**src/rtl/pcs_pkg.sv**
```systemverilog
package pcs_pkg;
  localparam int PC_W  = 10;
  localparam int LO_W  = 8;
  localparam int HI_W  = PC_W - LO_W;
  localparam int DEPTH = 8;
  localparam int RA_W  = 8;

  typedef enum logic [2:0] {
    SEL_HOLD, SEL_INC, SEL_POP, SEL_CALL, SEL_JUMP, SEL_LOWWR
  } pc_sel_e;

  // sequential successor, wraps at the top of program space
  function automatic logic [PC_W-1:0] next_seq(input logic [PC_W-1:0] p);
    return p + PC_W'(1);
  endfunction

  // software write: upper bits from the latch, lower bits from the ALU
  function automatic logic [PC_W-1:0] join_low(input logic [HI_W-1:0] h,
                                               input logic [LO_W-1:0] l);
    return {h, l};
  endfunction
endpackage

```
**src/rtl/pcs_ret_stack.sv**
```systemverilog
module pcs_ret_stack #(
  parameter int W     = pcs_pkg::PC_W,
  parameter int DEPTH = pcs_pkg::DEPTH
) (
  input  logic         clk,
  input  logic         rst_n,
  input  logic         push,
  input  logic         pop,
  input  logic [W-1:0] push_data,
  output logic [W-1:0] top_data
);
  localparam int PTR_W = $clog2(DEPTH);

  logic [W-1:0]     ent [DEPTH];
  logic [PTR_W-1:0] sp;          // next free slot
  logic [PTR_W-1:0] rd_ptr;

  assign rd_ptr   = sp - PTR_W'(1);
  assign top_data = ent[rd_ptr];

  always_ff @(posedge clk or negedge rst_n) begin
    if (!rst_n) begin
      sp <= '0;
      for (int i = 0; i < DEPTH; i++) ent[i] <= '0;
    end else if (push) begin
      ent[sp] <= push_data;
      sp      <= sp + PTR_W'(1);
    end else if (pop) begin
      sp      <= rd_ptr;
    end
  end

  p_excl_r10: assert property (@(posedge clk) disable iff (!rst_n)
    $onehot0({push, pop}));
  p_push_ring_r9: assert property (@(posedge clk) disable iff (!rst_n)
    push |=> sp == $past(sp) + PTR_W'(1));
  p_pop_ring_r9: assert property (@(posedge clk) disable iff (!rst_n)
    (pop && !push) |=> sp == $past(sp) - PTR_W'(1));
  p_push_store_r4: assert property (@(posedge clk) disable iff (!rst_n)
    push |=> top_data == $past(push_data));
endmodule

```
**src/rtl/pcs_regport.sv**
```systemverilog
module pcs_regport #(
  parameter int                 RA_W    = pcs_pkg::RA_W,
  parameter int                 LO_W    = pcs_pkg::LO_W,
  parameter logic [RA_W-1:0]    LO_ADDR = 8'h02,
  parameter logic [RA_W-1:0]    HI_ADDR = 8'h0A
) (
  input  logic            clk,
  input  logic            rst_n,
  input  logic            cyc_en,
  input  logic            reg_we,
  input  logic [RA_W-1:0] reg_waddr,
  input  logic [LO_W-1:0] wdata,
  input  logic [RA_W-1:0] reg_raddr,
  input  logic [LO_W-1:0] pc_low,
  output logic [LO_W-1:0] latch_q,
  output logic            lowwr_ev,
  output logic [LO_W-1:0] reg_rdata
);
  logic hiwr_ev;

  assign hiwr_ev  = cyc_en && reg_we && (reg_waddr == HI_ADDR);
  assign lowwr_ev = cyc_en && reg_we && (reg_waddr == LO_ADDR);

  always_ff @(posedge clk or negedge rst_n) begin
    if (!rst_n)       latch_q <= '0;
    else if (hiwr_ev) latch_q <= wdata;
  end

  always_comb begin
    if (reg_raddr == LO_ADDR)      reg_rdata = pc_low;
    else if (reg_raddr == HI_ADDR) reg_rdata = latch_q;
    else                           reg_rdata = '0;
  end

  p_latch_keep_r6: assert property (@(posedge clk) disable iff (!rst_n)
    !hiwr_ev |=> $stable(latch_q));
  p_latch_load_r6: assert property (@(posedge clk) disable iff (!rst_n)
    hiwr_ev |=> latch_q == $past(wdata));
endmodule

```
**src/rtl/pcs_pc_core.sv**
```systemverilog
module pcs_pc_core
  import pcs_pkg::*;
(
  input  logic            clk,
  input  logic            rst_n,
  input  pc_sel_e         sel,
  input  logic [PC_W-1:0] imm,
  input  logic [PC_W-1:0] pop_data,
  input  logic [HI_W-1:0] hi_bits,
  input  logic [LO_W-1:0] alu,
  output logic [PC_W-1:0] pc_q
);
  logic [PC_W-1:0] pc_d;

  always_comb begin
    unique case (sel)
      SEL_INC:   pc_d = next_seq(pc_q);
      SEL_POP:   pc_d = pop_data;
      SEL_CALL,
      SEL_JUMP:  pc_d = imm;
      SEL_LOWWR: pc_d = join_low(hi_bits, alu);
      default:   pc_d = pc_q;
    endcase
  end

  always_ff @(posedge clk or negedge rst_n) begin
    if (!rst_n) pc_q <= '0;
    else        pc_q <= pc_d;
  end

  p_hold_r2: assert property (@(posedge clk) disable iff (!rst_n)
    sel == SEL_HOLD |=> $stable(pc_q));
  p_inc_r11: assert property (@(posedge clk) disable iff (!rst_n)
    (sel == SEL_INC && &pc_q) |=> pc_q == '0);
  p_jump_r3: assert property (@(posedge clk) disable iff (!rst_n)
    (sel == SEL_JUMP || sel == SEL_CALL) |=> pc_q == $past(imm));
  p_lowwr_r5: assert property (@(posedge clk) disable iff (!rst_n)
    sel == SEL_LOWWR |=> pc_q[PC_W-1:LO_W] == $past(hi_bits));
endmodule

```
**src/rtl/pc_stack_unit.sv**
```systemverilog
module pc_stack_unit
  import pcs_pkg::*;
(
  input  logic            clk,
  input  logic            rst_n,
  input  logic            cyc_en,
  input  logic            op_ljump,
  input  logic            op_lcall,
  input  logic            op_retw,
  input  logic            op_ret,
  input  logic            op_reti,
  input  logic [PC_W-1:0] imm_addr,
  input  logic [LO_W-1:0] alu_res,
  input  logic            reg_we,
  input  logic [RA_W-1:0] reg_waddr,
  input  logic [RA_W-1:0] reg_raddr,
  output logic [PC_W-1:0] pc,
  output logic [LO_W-1:0] reg_rdata,
  output logic            gie_set
);
  logic            any_ret, push_ev, pop_ev, lowwr_ev;
  logic [LO_W-1:0] latch_q;
  logic [PC_W-1:0] pop_data;
  pc_sel_e         sel;

  assign any_ret = op_retw | op_ret | op_reti;
  assign pop_ev  = cyc_en & any_ret;
  assign push_ev = cyc_en & op_lcall & ~any_ret;

  always_comb begin
    if (!cyc_en)       sel = SEL_HOLD;
    else if (any_ret)  sel = SEL_POP;
    else if (op_lcall) sel = SEL_CALL;
    else if (op_ljump) sel = SEL_JUMP;
    else if (lowwr_ev) sel = SEL_LOWWR;
    else               sel = SEL_INC;
  end

  always_ff @(posedge clk or negedge rst_n) begin
    if (!rst_n) gie_set <= 1'b0;
    else        gie_set <= cyc_en & op_reti;
  end

  pcs_regport u_regs (
    .clk(clk), .rst_n(rst_n), .cyc_en(cyc_en), .reg_we(reg_we),
    .reg_waddr(reg_waddr), .wdata(alu_res), .reg_raddr(reg_raddr),
    .pc_low(pc[LO_W-1:0]), .latch_q(latch_q), .lowwr_ev(lowwr_ev),
    .reg_rdata(reg_rdata)
  );

  pcs_ret_stack u_stack (
    .clk(clk), .rst_n(rst_n), .push(push_ev), .pop(pop_ev),
    .push_data(next_seq(pc)), .top_data(pop_data)
  );

  pcs_pc_core u_core (
    .clk(clk), .rst_n(rst_n), .sel(sel), .imm(imm_addr),
    .pop_data(pop_data), .hi_bits(latch_q[HI_W-1:0]), .alu(alu_res),
    .pc_q(pc)
  );

  p_gie_src_r8: assert property (@(posedge clk) disable iff (!rst_n)
    gie_set |-> $past(cyc_en && op_reti));
  p_gie_pulse_r8: assert property (@(posedge clk) disable iff (!rst_n)
    (cyc_en && op_reti) |=> gie_set);
  p_ret_wins_r10: assert property (@(posedge clk) disable iff (!rst_n)
    pop_ev |-> !push_ev);
  p_call_ret_r7: assert property (@(posedge clk) disable iff (!rst_n)
    push_ev |=> (pop_ev |=> pc == $past(pc, 2) + PC_W'(1)));
endmodule

```
**config.mk**
```make
export PLATFORM = sky130hd
export DESIGN_NAME = pc_stack_unit
export DESIGN_NICKNAME = d
export VERILOG_FILES = /design/src/rtl/pcs_pkg.sv /design/src/rtl/pcs_ret_stack.sv /design/src/rtl/pcs_regport.sv /design/src/rtl/pcs_pc_core.sv /design/src/rtl/pc_stack_unit.sv
export SDC_FILE = /design/constraint.sdc
export NUM_CORES = 1
export LEC_CHECK = 0
export BUFFER_PORTS_ARGS = -buffer_cell sky130_fd_sc_hd__buf_2
export CAP_MARGIN = 20
export CORE_MARGIN = 2
export CORE_UTILIZATION = 62
export DETAILED_ROUTE_END_ITERATION = 12
export PLACE_DENSITY = 0.84
export SLEW_MARGIN = 20
export SYNTH_ARGS = -nofsm -noshare
export SYNTH_HDL_FRONTEND = slang
export SYNTH_SLANG_ARGS = --single-unit
```
**constraint.sdc**
```tcl
create_clock -name clk -period 4.9 [get_ports clk]
set_input_delay 0.735 -clock clk [delete_from_list [all_inputs] [get_ports clk]]
set_output_delay 0.735 -clock clk [all_outputs]
set_load 0.02 [all_outputs]
```
* After elaboration in Yosys (flattened, before gate mapping)
Cells that the tools add are included.
** Storage, ports and cells
- Flip-flop bits (word level) :: 102
- Word-level logic and storage cells :: 59
- Output and inout bits :: 19
- Input bits :: 43
** Operators by class
- Bitwise logic cells :: 9
- Eq/ne operators :: 9
- Mux-type cells :: 16
- Magnitude comparators :: 3
- Add/sub/neg operators :: 3
- Reduce and logical (&&, ||, !) cells :: 7
** Operators with widths (count)
- 80-bit bitwise mux :: 1
- 10-bit case mux with 4 select lines :: 1
- 10-bit binary-select mux with 3-bit select :: 1
- 10-bit demux with 3-bit select :: 1
- 10-bit two-way mux :: 3
- 3-bit two-way mux :: 7
- 8-bit by 2-bit equality test with 1-bit output, second input constant :: 2
- 8-bit by 4-bit equality test with 1-bit output, second input constant :: 2
- 8-bit two-way mux :: 2
- 10-bit by 1-bit adder with 10-bit output, second input constant :: 1
- 4-bit >= comparator, second input constant :: 2
- 3-bit inverter with 4-bit output :: 2
- 3-bit by 2-bit equality test with 1-bit output, second input constant :: 2
- 3-bit equality test, second input constant :: 2
- 1-bit AND :: 4
- 1-bit logical AND :: 4
- 4-bit by 1-bit < comparator with 1-bit output, second input constant :: 1
- 4-bit nonzero test :: 1
- 3-bit by 1-bit adder with 3-bit output, second input constant :: 1
- 3-bit by 1-bit equality test with 1-bit output, second input constant :: 1
- 3-bit by 1-bit subtractor with 3-bit output, second input constant :: 1
- 1-bit OR :: 2
- 2-bit nonzero test :: 1
- 2-bit OR reduction :: 1
- 1-bit inverter :: 1

* Logic depth before layout (Yosys ltp)
Gate-level depths: netlist (run 1).
- Depth in word-level cells :: 10
- Depth in mapped cells :: 9
- Depth with buffers taken out :: 6

* Cells and area by module
From an unflattened synthesis (run 1), not the netlist that was laid out.
** Unflattened totals
- Cell total of the unflattened synthesis :: 482
- Area total of the unflattened synthesis :: 5710.5 µm²
** By module, submodules not included
- pcs_ret_stack :: instances 1, area an instance 4043.9 µm², cells an instance 298, sequential area each 2077.0 µm²
- pcs_pc_core :: instances 1, area an instance 929.6 µm², cells an instance 112, sequential area each 250.2 µm²
- pcs_regport :: instances 1, area an instance 495.5 µm², cells an instance 41, sequential area each 200.2 µm²
- pc_stack_unit :: instances 1, area an instance 241.5 µm², cells an instance 31, sequential area each 25.0 µm²

* Worst setup path before layout (run 1)
OpenSTA, ideal clock, no wires.
- Path type :: reg-to-reg
- Start point :: register u_stack.sp[0]
- End point :: register u_core.pc_q[9]
- Stages on the path, launching flop included :: 10
- Path slack :: 2.389 ns
- Arrival time :: 2.360 ns
- Clock period less this slack :: 2.511 ns
- Buffers on the path :: 3
- Data required time :: 4.749 ns
- Setup time :: 0.151 ns
- Path through :: dfrtp_1 > buf_2 > buf_2 > inv_1 > ha_1 > buf_1 > mux4_2 > and3_1 > nor3_1 > o311ai_0
** Between the ends
- Cells in the longest elaborated chain, start to end :: 6
** Ends and longest elaborated chain
- from (decl) :: RTL line pcs_ret_stack.sv:15 : logic [PTR_W-1:0] sp;
- from (signal assigned) :: RTL line pcs_ret_stack.sv:27 : sp <= sp + PTR_W'(1);
- from (signal assigned) :: RTL line pcs_ret_stack.sv:29 : sp <= rd_ptr;
- 3-bit by 1-bit subtractor with 3-bit output :: RTL line pcs_ret_stack.sv:18 : assign rd_ptr = sp - PTR_W'(1);
- net u_stack.rd_ptr[0] :: RTL line pcs_ret_stack.sv:16 : logic [PTR_W-1:0] rd_ptr;
- 3-bit inverter with 4-bit output (not written as such) :: RTL line pcs_ret_stack.sv:19 : assign top_data = ent[rd_ptr];
- 10-bit binary-select mux with 3-bit select :: RTL line pcs_ret_stack.sv:19
- 10-bit two-way mux (not written as such) (2 in a row) :: RTL line pcs_ret_stack.sv:19
- 10-bit case mux with 4 select lines :: RTL line pcs_pc_core.sv:16 : unique case (sel)
- to (signal assigned) :: RTL line pcs_pc_core.sv:28 : else pc_q <= pc_d;
- to (decl) :: RTL line pcs_pc_core.sv:11 : output logic [PC_W-1:0] pc_q
The timed path passes the listed nets, and every way through them passes these cells. The select of a mux whose other input is x is not followed.
A chain may end at the register's enable or synchronous reset.

* Final worst setup path (run 1)
- Start point :: register u_stack.sp[0]
- End point :: register u_core.pc_q[5]
Same word-level chain as after synthesis.

==> results of run 1 <==
## placed cells by master (no fill, tap or decap), types with 2 or more instances in the layout
cell,n
nor3_1,7
inv_6,2
or4_4,2
mux2i_1,12
mux4_2,20
nor2_1,44
nor2b_1,2
and4_1,5
buf_4,3
nand2_1,40
ha_1,3
and2_1,3
nand3_1,31
dfrtp_1,102
and3_1,4
inv_1,16
buf_2,60
mux2_2,16
clkbuf_8,9
nand2b_1,2
a211o_1,3
xnor2_1,13
clkinv_4,2
o21ai_0,38
a21oi_1,34
nand4_1,7
a221o_1,4
o2111ai_1,8
xor2_1,3
## worst max path at each step
stage / cells after the start / from / end
CTS: 7 / u_stack.sp[0] / u_core.pc_q[5]
finish: 7 / u_stack.sp[0] / u_core.pc_q[5]
floorplan: 9 / u_stack.sp[0] / u_core.pc_q[9]
global route: 7 / u_stack.sp[0] / u_core.pc_q[5]
global placement: 5 / cyc_en / u_core.pc_q[2]
detailed placement: 5 / cyc_en / u_core.pc_q[2]
## layer usage
metal	GRT usage [%]	vias up	share of wire, %
met5	0	-	0
met4	10.7	0	2.9
met3	5.22	35	8.6
met2	49.8	202	50
met1	40.4	2008	39
li1	-	1770	-
## final cells by class
type,instances,area [um2],share of cell area [%]
inverter,16,60.1,1.08
multi-input combinational,320,2280,41.0
tap,102,128,2.30
clock inverter,7,92.6,1.67
sequential,102,2550,45.9
timing repair buffer,63,323,5.81
clock buffer,9,124,2.23
## cell usage after synthesis, drive strengths merged (4+ instances only)
cell     instances  share of area (%)
clkbuf          15                1.1
nand4            7               0.87
nand2           40                3.0
mux2i           12                2.4
a221o            4               0.80
inv             16                1.2
nor2            45                3.5
and4             5               0.87
a21oi           34                3.4
nor3             8               0.90
nand3           31                3.1
o21ai           38                3.8
xnor2           13                2.3
buf             14                1.3
o2111ai          8                1.4
dfrtp          102                 51
mux4            20                9.0
and3             4               0.50
mux2            16                3.6
## stage by stage
stage	area, um2	setup slack (ns)	instances
finish	5560	1.83	619
global route	5560	1.66	619
CTS	5560	1.84	619
detailed placement	5340	1.82	603
global placement	5340	1.77	603
floorplan	5010	2.39	467
## critical path: cells and delay by family (launching register included)
kind	cells	cell delay (ns)
AND/OR/NAND/NOR	1	0.10
multiplexers	1	0.43
AO/OA/AOI/OAI	2	0.51
buffers and inverters	2	0.59
adder cells (fa/ha/maj)	1	0.99
flip-flops	1	0.33
## cell families after synthesis
kind of cell,count (synthesis),synth area share (%)
simple gates,157,15.4
flops,102,50.9
compound gates,96,11.5
mux,48,15.0
buf+inv,45,3.67
xor+xnor,16,2.80
fa+ha+maj,3,0.749
## power by group
part	leakage [nW]	switching, mW	internal (mW)	total, mW
Clock	0.109	0.317	0.250	0.566
Sequential	1.36	0.195	1.07	1.26
Combinational	1.06	0.605	0.453	1.06
## state kept, by name (all words and copies together) (netlist names)
register,cells
gie_set,1
u_core.pc_q,10
u_regs.latch_q,8
u_stack.ent,80
u_stack.sp,3
==> impl_metrics.tcl, run 1 <==
set metrics [dict create \
    fin_skew_ns 0.00771 \
    via_per_inst 6.49 \
    crit_chain "buf_4 > inv_1 > ha_1 > mux4_2 > nand3_1 > o2111ai_1 > a221o_1" \
    cts_sinks 102 \
    cts_hold_buf 0 \
    crit_fanout 27 \
    fmax_ghz 0.326 \
    port-buffer-count 61 \
    yosys_warnings 0 \
    yosys_register_bits 102 \
    reg2reg_depth 7 \
    rr_startpoint "u_stack.sp[0]" \
    die_area_um2 8820 \
    grt_pass1_wl_mm 20.0 \
    gp_congestion 0.871 \
    grt_pass1_vias 3872 \
    ios 62 \
    gr-total-overflow 0 \
    cts_buffers 9 \
    p_per_area_nw_per_um2 519 \
    netlist_instances 467 \
    firstDrtPassIters 5 \
    routed_wl_mm 12.6 \
    finalHoldWorstSlack_ns 0.478 \
    start_kind "flip-flop" \
    ys_types 45 \
    cts_buffer_depth 2 \
    slew_viol_final 0 \
    synthToLayoutAreaGrowth_pct 11.0 \
    required_ns 5.15 \
    start_util_pct 64.5 \
    synth_ff_type "dfrtp_1" \
    insertion_delay_ns 0.37 \
    postLayoutCoreUtil_pct 71.6 \
    die_y_um 93.9 \
    dp_hpwl_mm 8.37 \
    cts_root_buf "clkbuf_8" \
    wl_per_cell_um 20.3 \
    htree_levels 3 \
    worstHoldPathType "input port to asynchronous set/reset pin" \
    syn_area_um2 5010 \
    antenna_cells 0 \
    cap_violations 0 \
    grt_start_max_net_pins 70 \
    worst_pin_slew_ns 1.14 \
    core-area_um2 7770 \
    cpPeakStageDelay_ns 0.99 \
    row_count 32 \
    cts.repair.resized 0 \
    grt.total_usage_pct 30.1 \
    drtAntennaViolNets 0 \
    vias 4015 \
    syn_area_per_cell_um2 10.7 \
    r2r_end "u_core.pc_q[5]" \
    ir_drop_v 0.000337 \
    end_kind "flip-flop" \
    fp.dieW_um 93.9 \
    antenna_found_initial 0 \
    synth_edf_count 0 \
    period_share_pct 62.6 \
    min_period_ns 3.07 \
    regToRegSetupSlack_ns 1.83 \
    drive_above_1_share_pct 23.8 \
    drt_iter0_markers 465 \
    fin_setup_tns_ns 0 \
    yosysSeqAreaShare_pct 50.9 \
    finalNetCount 558 \
    synth_fp_nets 513 \
    rsz0062_at_grt "false" \
    p_total_mw 2.89 \
    fillCellCount 564 \
    setup_viol 0 \
    post_cts_buffers 0 \
    synthArstFlopShare_pct 100 \
    max_slew_margin_pct 23.8 \
    slowest_stage "ha_1" \
    cts_tree "built" \
    outcome "completed" \
    cellLeakagePower_nw 2.53 \
    clk_pin_slew_ns 0.10 \
    critical_path_class "flip-flop to flip-flop" \
    timing.final.hold_violations 0 \
    cp.arrival_ns 3.32 \
    drc_errors 0 \
]
No activity file was read; power rests on OpenSTA's default activity.
==> run 2, diff against run 1 <==
- ABC_AREA: not set -> 1
- CORE_UTILIZATION: 62 -> 53
- PLACE_DENSITY: 0.84 -> 0.76
- clock period: 4.9 -> 2.65 ns (I/O delays scaled with it)
==> impl_metrics.tcl, run 2 <==
set metrics [dict create \
    outcome "completed" \
    regMostFlops "u_stack.ent" \
    crit_fanout 13 \
    drt_iter0_markers 470 \
    cts_buffer_depth 2 \
    crit_start "u_stack.sp[1]" \
    largest_register_ffs 80 \
    period_share_pct 81.8 \
    synthToLayoutAreaGrowth_pct 10.8 \
    required_ns 2.91 \
    post_cts_buffers 0 \
    drive_above_1_share_pct 16.2 \
    internal_power_mw 3.39 \
    slowest_stage "dfrtp_1" \
    mostFrequentLayoutCells "nand2_1, dfrtp_1, nand3_1" \
    fin_skew_ns 0.00803 \
    start_kind "flip-flop" \
    ys_types 33 \
    insertion_delay_ns 0.36 \
    dp_hpwl_mm 9.45 \
    cellLeakagePower_nw 2.86 \
    finalNetCount 776 \
    syn_area_per_cell_um2 7.73 \
    cpPeakStageDelay_ns 0.47 \
    setup_viol 0 \
    fillCellCount 872 \
    critical_path_class "flip-flop to flip-flop" \
    htree_levels 3 \
    cts_root_buf "clkbuf_8" \
    dpl-instance-area_um2 5660 \
    die_area_um2 10700 \
    clk_pin_slew_ns 0.10 \
    clkPwrFrac_pct 15.7 \
    start_util_pct 54.4 \
    p_switching_mw 2.64 \
    yosysTopAreaCellShare_pct 48.5 \
    via_per_inst 5.63 \
    grt_start_max_net_pins 50 \
    synthArstFlopShare_pct 100 \
    worstHoldPathType "input port to asynchronous set/reset pin" \
    yosys_register_bits 102 \
    port-buffer-count 61 \
    yosysSeqAreaShare_pct 48.5 \
    synth_edf_count 0 \
    p_sw_share_pct 43.8 \
    largestRegisters "u_stack.ent x80, u_core.pc_q x10, u_regs.latch_q x8" \
    min_period_ns 2.17 \
    synth_fp_nets 727 \
    wl_per_cell_um 15.9 \
    yosysMostFrequentCell "nand2_1" \
    die_y_um 104 \
    p_seq_share_pct 40.3 \
    crit_chain "inv_1 > ha_1 > inv_1 > buf_4 > nand3_1 > nand3_1 > nand2_1 > nand2_1 > nand4_1 > nand2_1 > nand2_1" \
    fin_setup_tns_ns 0 \
    row_count 36 \
    final_common_cell "nand2_1" \
    comb_power_share_pct 44.0 \
    design_area_um2 5830 \
    yosys_warnings 0 \
    yosys-top-cells-area "dfrtp_1, nand2_1, nand3_1" \
    drc_errors 0 \
    antenna_cells 0 \
    gp_congestion 0.892 \
    cts_tree "built" \
    core-area_um2 9680 \
    p_per_area_nw_per_um2 1030 \
    antenna_found_initial 0 \
    netlist_instances 681 \
    gr-total-overflow 0 \
    slew_viol_final 0 \
    end_kind "flip-flop" \
    grt_pass1_vias 4587 \
    cp.arrival_ns 2.43 \
    fmax_ghz 0.461 \
    cp_common_cell "nand2_1" \
    cts_sinks 102 \
    fp.dieW_um 104 \
    ios 62 \
    synth_ff_type "dfrtp_1" \
    cts_hold_buf 0 \
    cts_buffers 9 \
    max_slew_margin_pct 48.3 \
    grt_pass1_wl_mm 22.8 \
    grt.total_usage_pct 26.3 \
    cap_violations 0 \
    synth.largest_area_cell "dfrtp_1" \
    syn_area_um2 5260 \
    routed_wl_mm 13.8 \
    timing.final.hold_violations 0 \
    drtAntennaViolNets 0 \
    worst_pin_slew_ns 0.774 \
    cts.repair.resized 0 \
    synth_commonest_cells "nand2_1, dfrtp_1, nand3_1" \
    rsz0062_at_grt "false" \
    rr_startpoint "u_stack.sp[1]" \
    ir_drop_v 0.000387 \
    firstDrtPassIters 5 \
    vias 4878 \
]
==> run 2: cell types whose count changed in the layout (fill, tap and decap cells not counted), sizes merged, moves of 9 or more <==
cell / before / now
a31oi: 0 / 9
buf: 63 / 76
inv: 19 / 45
mux2i: 12 / 0
mux4: 20 / 0
nand2: 40 / 218
nand3: 31 / 81
nor2: 45 / 55
o21ai: 38 / 57
xnor2: 13 / 2
==> run 2: final timing paths <==
path	slack, ns	to	cells after the start
worst max-delay path	0.48	u_core.pc_q[5]	11
worst min-delay path	0.03	u_stack.sp[1]	1
worst max register to register	0.48	u_core.pc_q[5]	11
worst min register to register	0.49	u_stack.ent[61]	2
max in group asynchronous	1.86	u_stack.ent[41]	2
min in group clk	0.28	gie_set	3
==> run 2: logic make-up (layout without fill, tap and decap cells) <==
kind of cell,count (synthesis),in the layout,share of synthesized area [%]
flip-flops,102,102,48.5
AO/OA/AOI/OAI,106,106,10.6
buffers and inverters,83,135,6.89
AND/OR/NAND/NOR,373,373,30.4
XOR/XNOR,6,6,1.14
adder cells (fa/ha/maj),3,3,0.713
multiplexers,8,8,1.71
==> run 2: layout make-up <==
class	count	area, um2	area share (%)
sequential	102	2550	43.8
multi-input combinational	496	2350	40.3
timing repair buffer	76	420	7.21
inverter	45	169	2.90
tap	133	166	2.85
clock buffer	10	128	2.19
clock inverter	4	48.8	0.837
==> run 2: layer usage <==
layer	vias up	global-route usage [%]	wire, um
met5	-	0	0
met4	0	11.8	499
met3	43	5.03	915
met2	219	41.3	6350
met1	2291	35.8	5990
li1	2325	-	-
==> run 2: through the flow <==
stage	power [mW]	cells	utilization (%)	hold WS [ns]	worst slack, ns
after floorplan	4.27	681	-	0.102	0.677
after global placement	4.97	852	58.4	0.444	0.698
after detailed placement	5.06	852	58.4	0.451	0.562
after CTS	6.02	866	60.2	0.0549	0.535
after global routing	6.51	866	60.2	0.0765	0.336
final	6.03	866	60.2	0.0252	0.483
==> run 2: critical path, delay by kind of cell (launching register included) <==
kind          cells  cell delay [ns]
fa+ha+maj         1             0.30
buf+inv           3             0.66
simple gates      7             0.63
flops             1             0.47
==> run 2: power groups by stage <==
stage | logic, mW | registers (mW) | clock network (mW)
3_3_place_gp | 2.55 | 2.43 | 0
4_1_cts | 2.63 | 2.42 | 0.962
6_report | 2.66 | 2.43 | 0.947
3_5_place_dp | 2.62 | 2.45 | 0
2_1_floorplan | 1.88 | 2.38 | 0
5_1_grt | 2.99 | 2.49 | 1.03
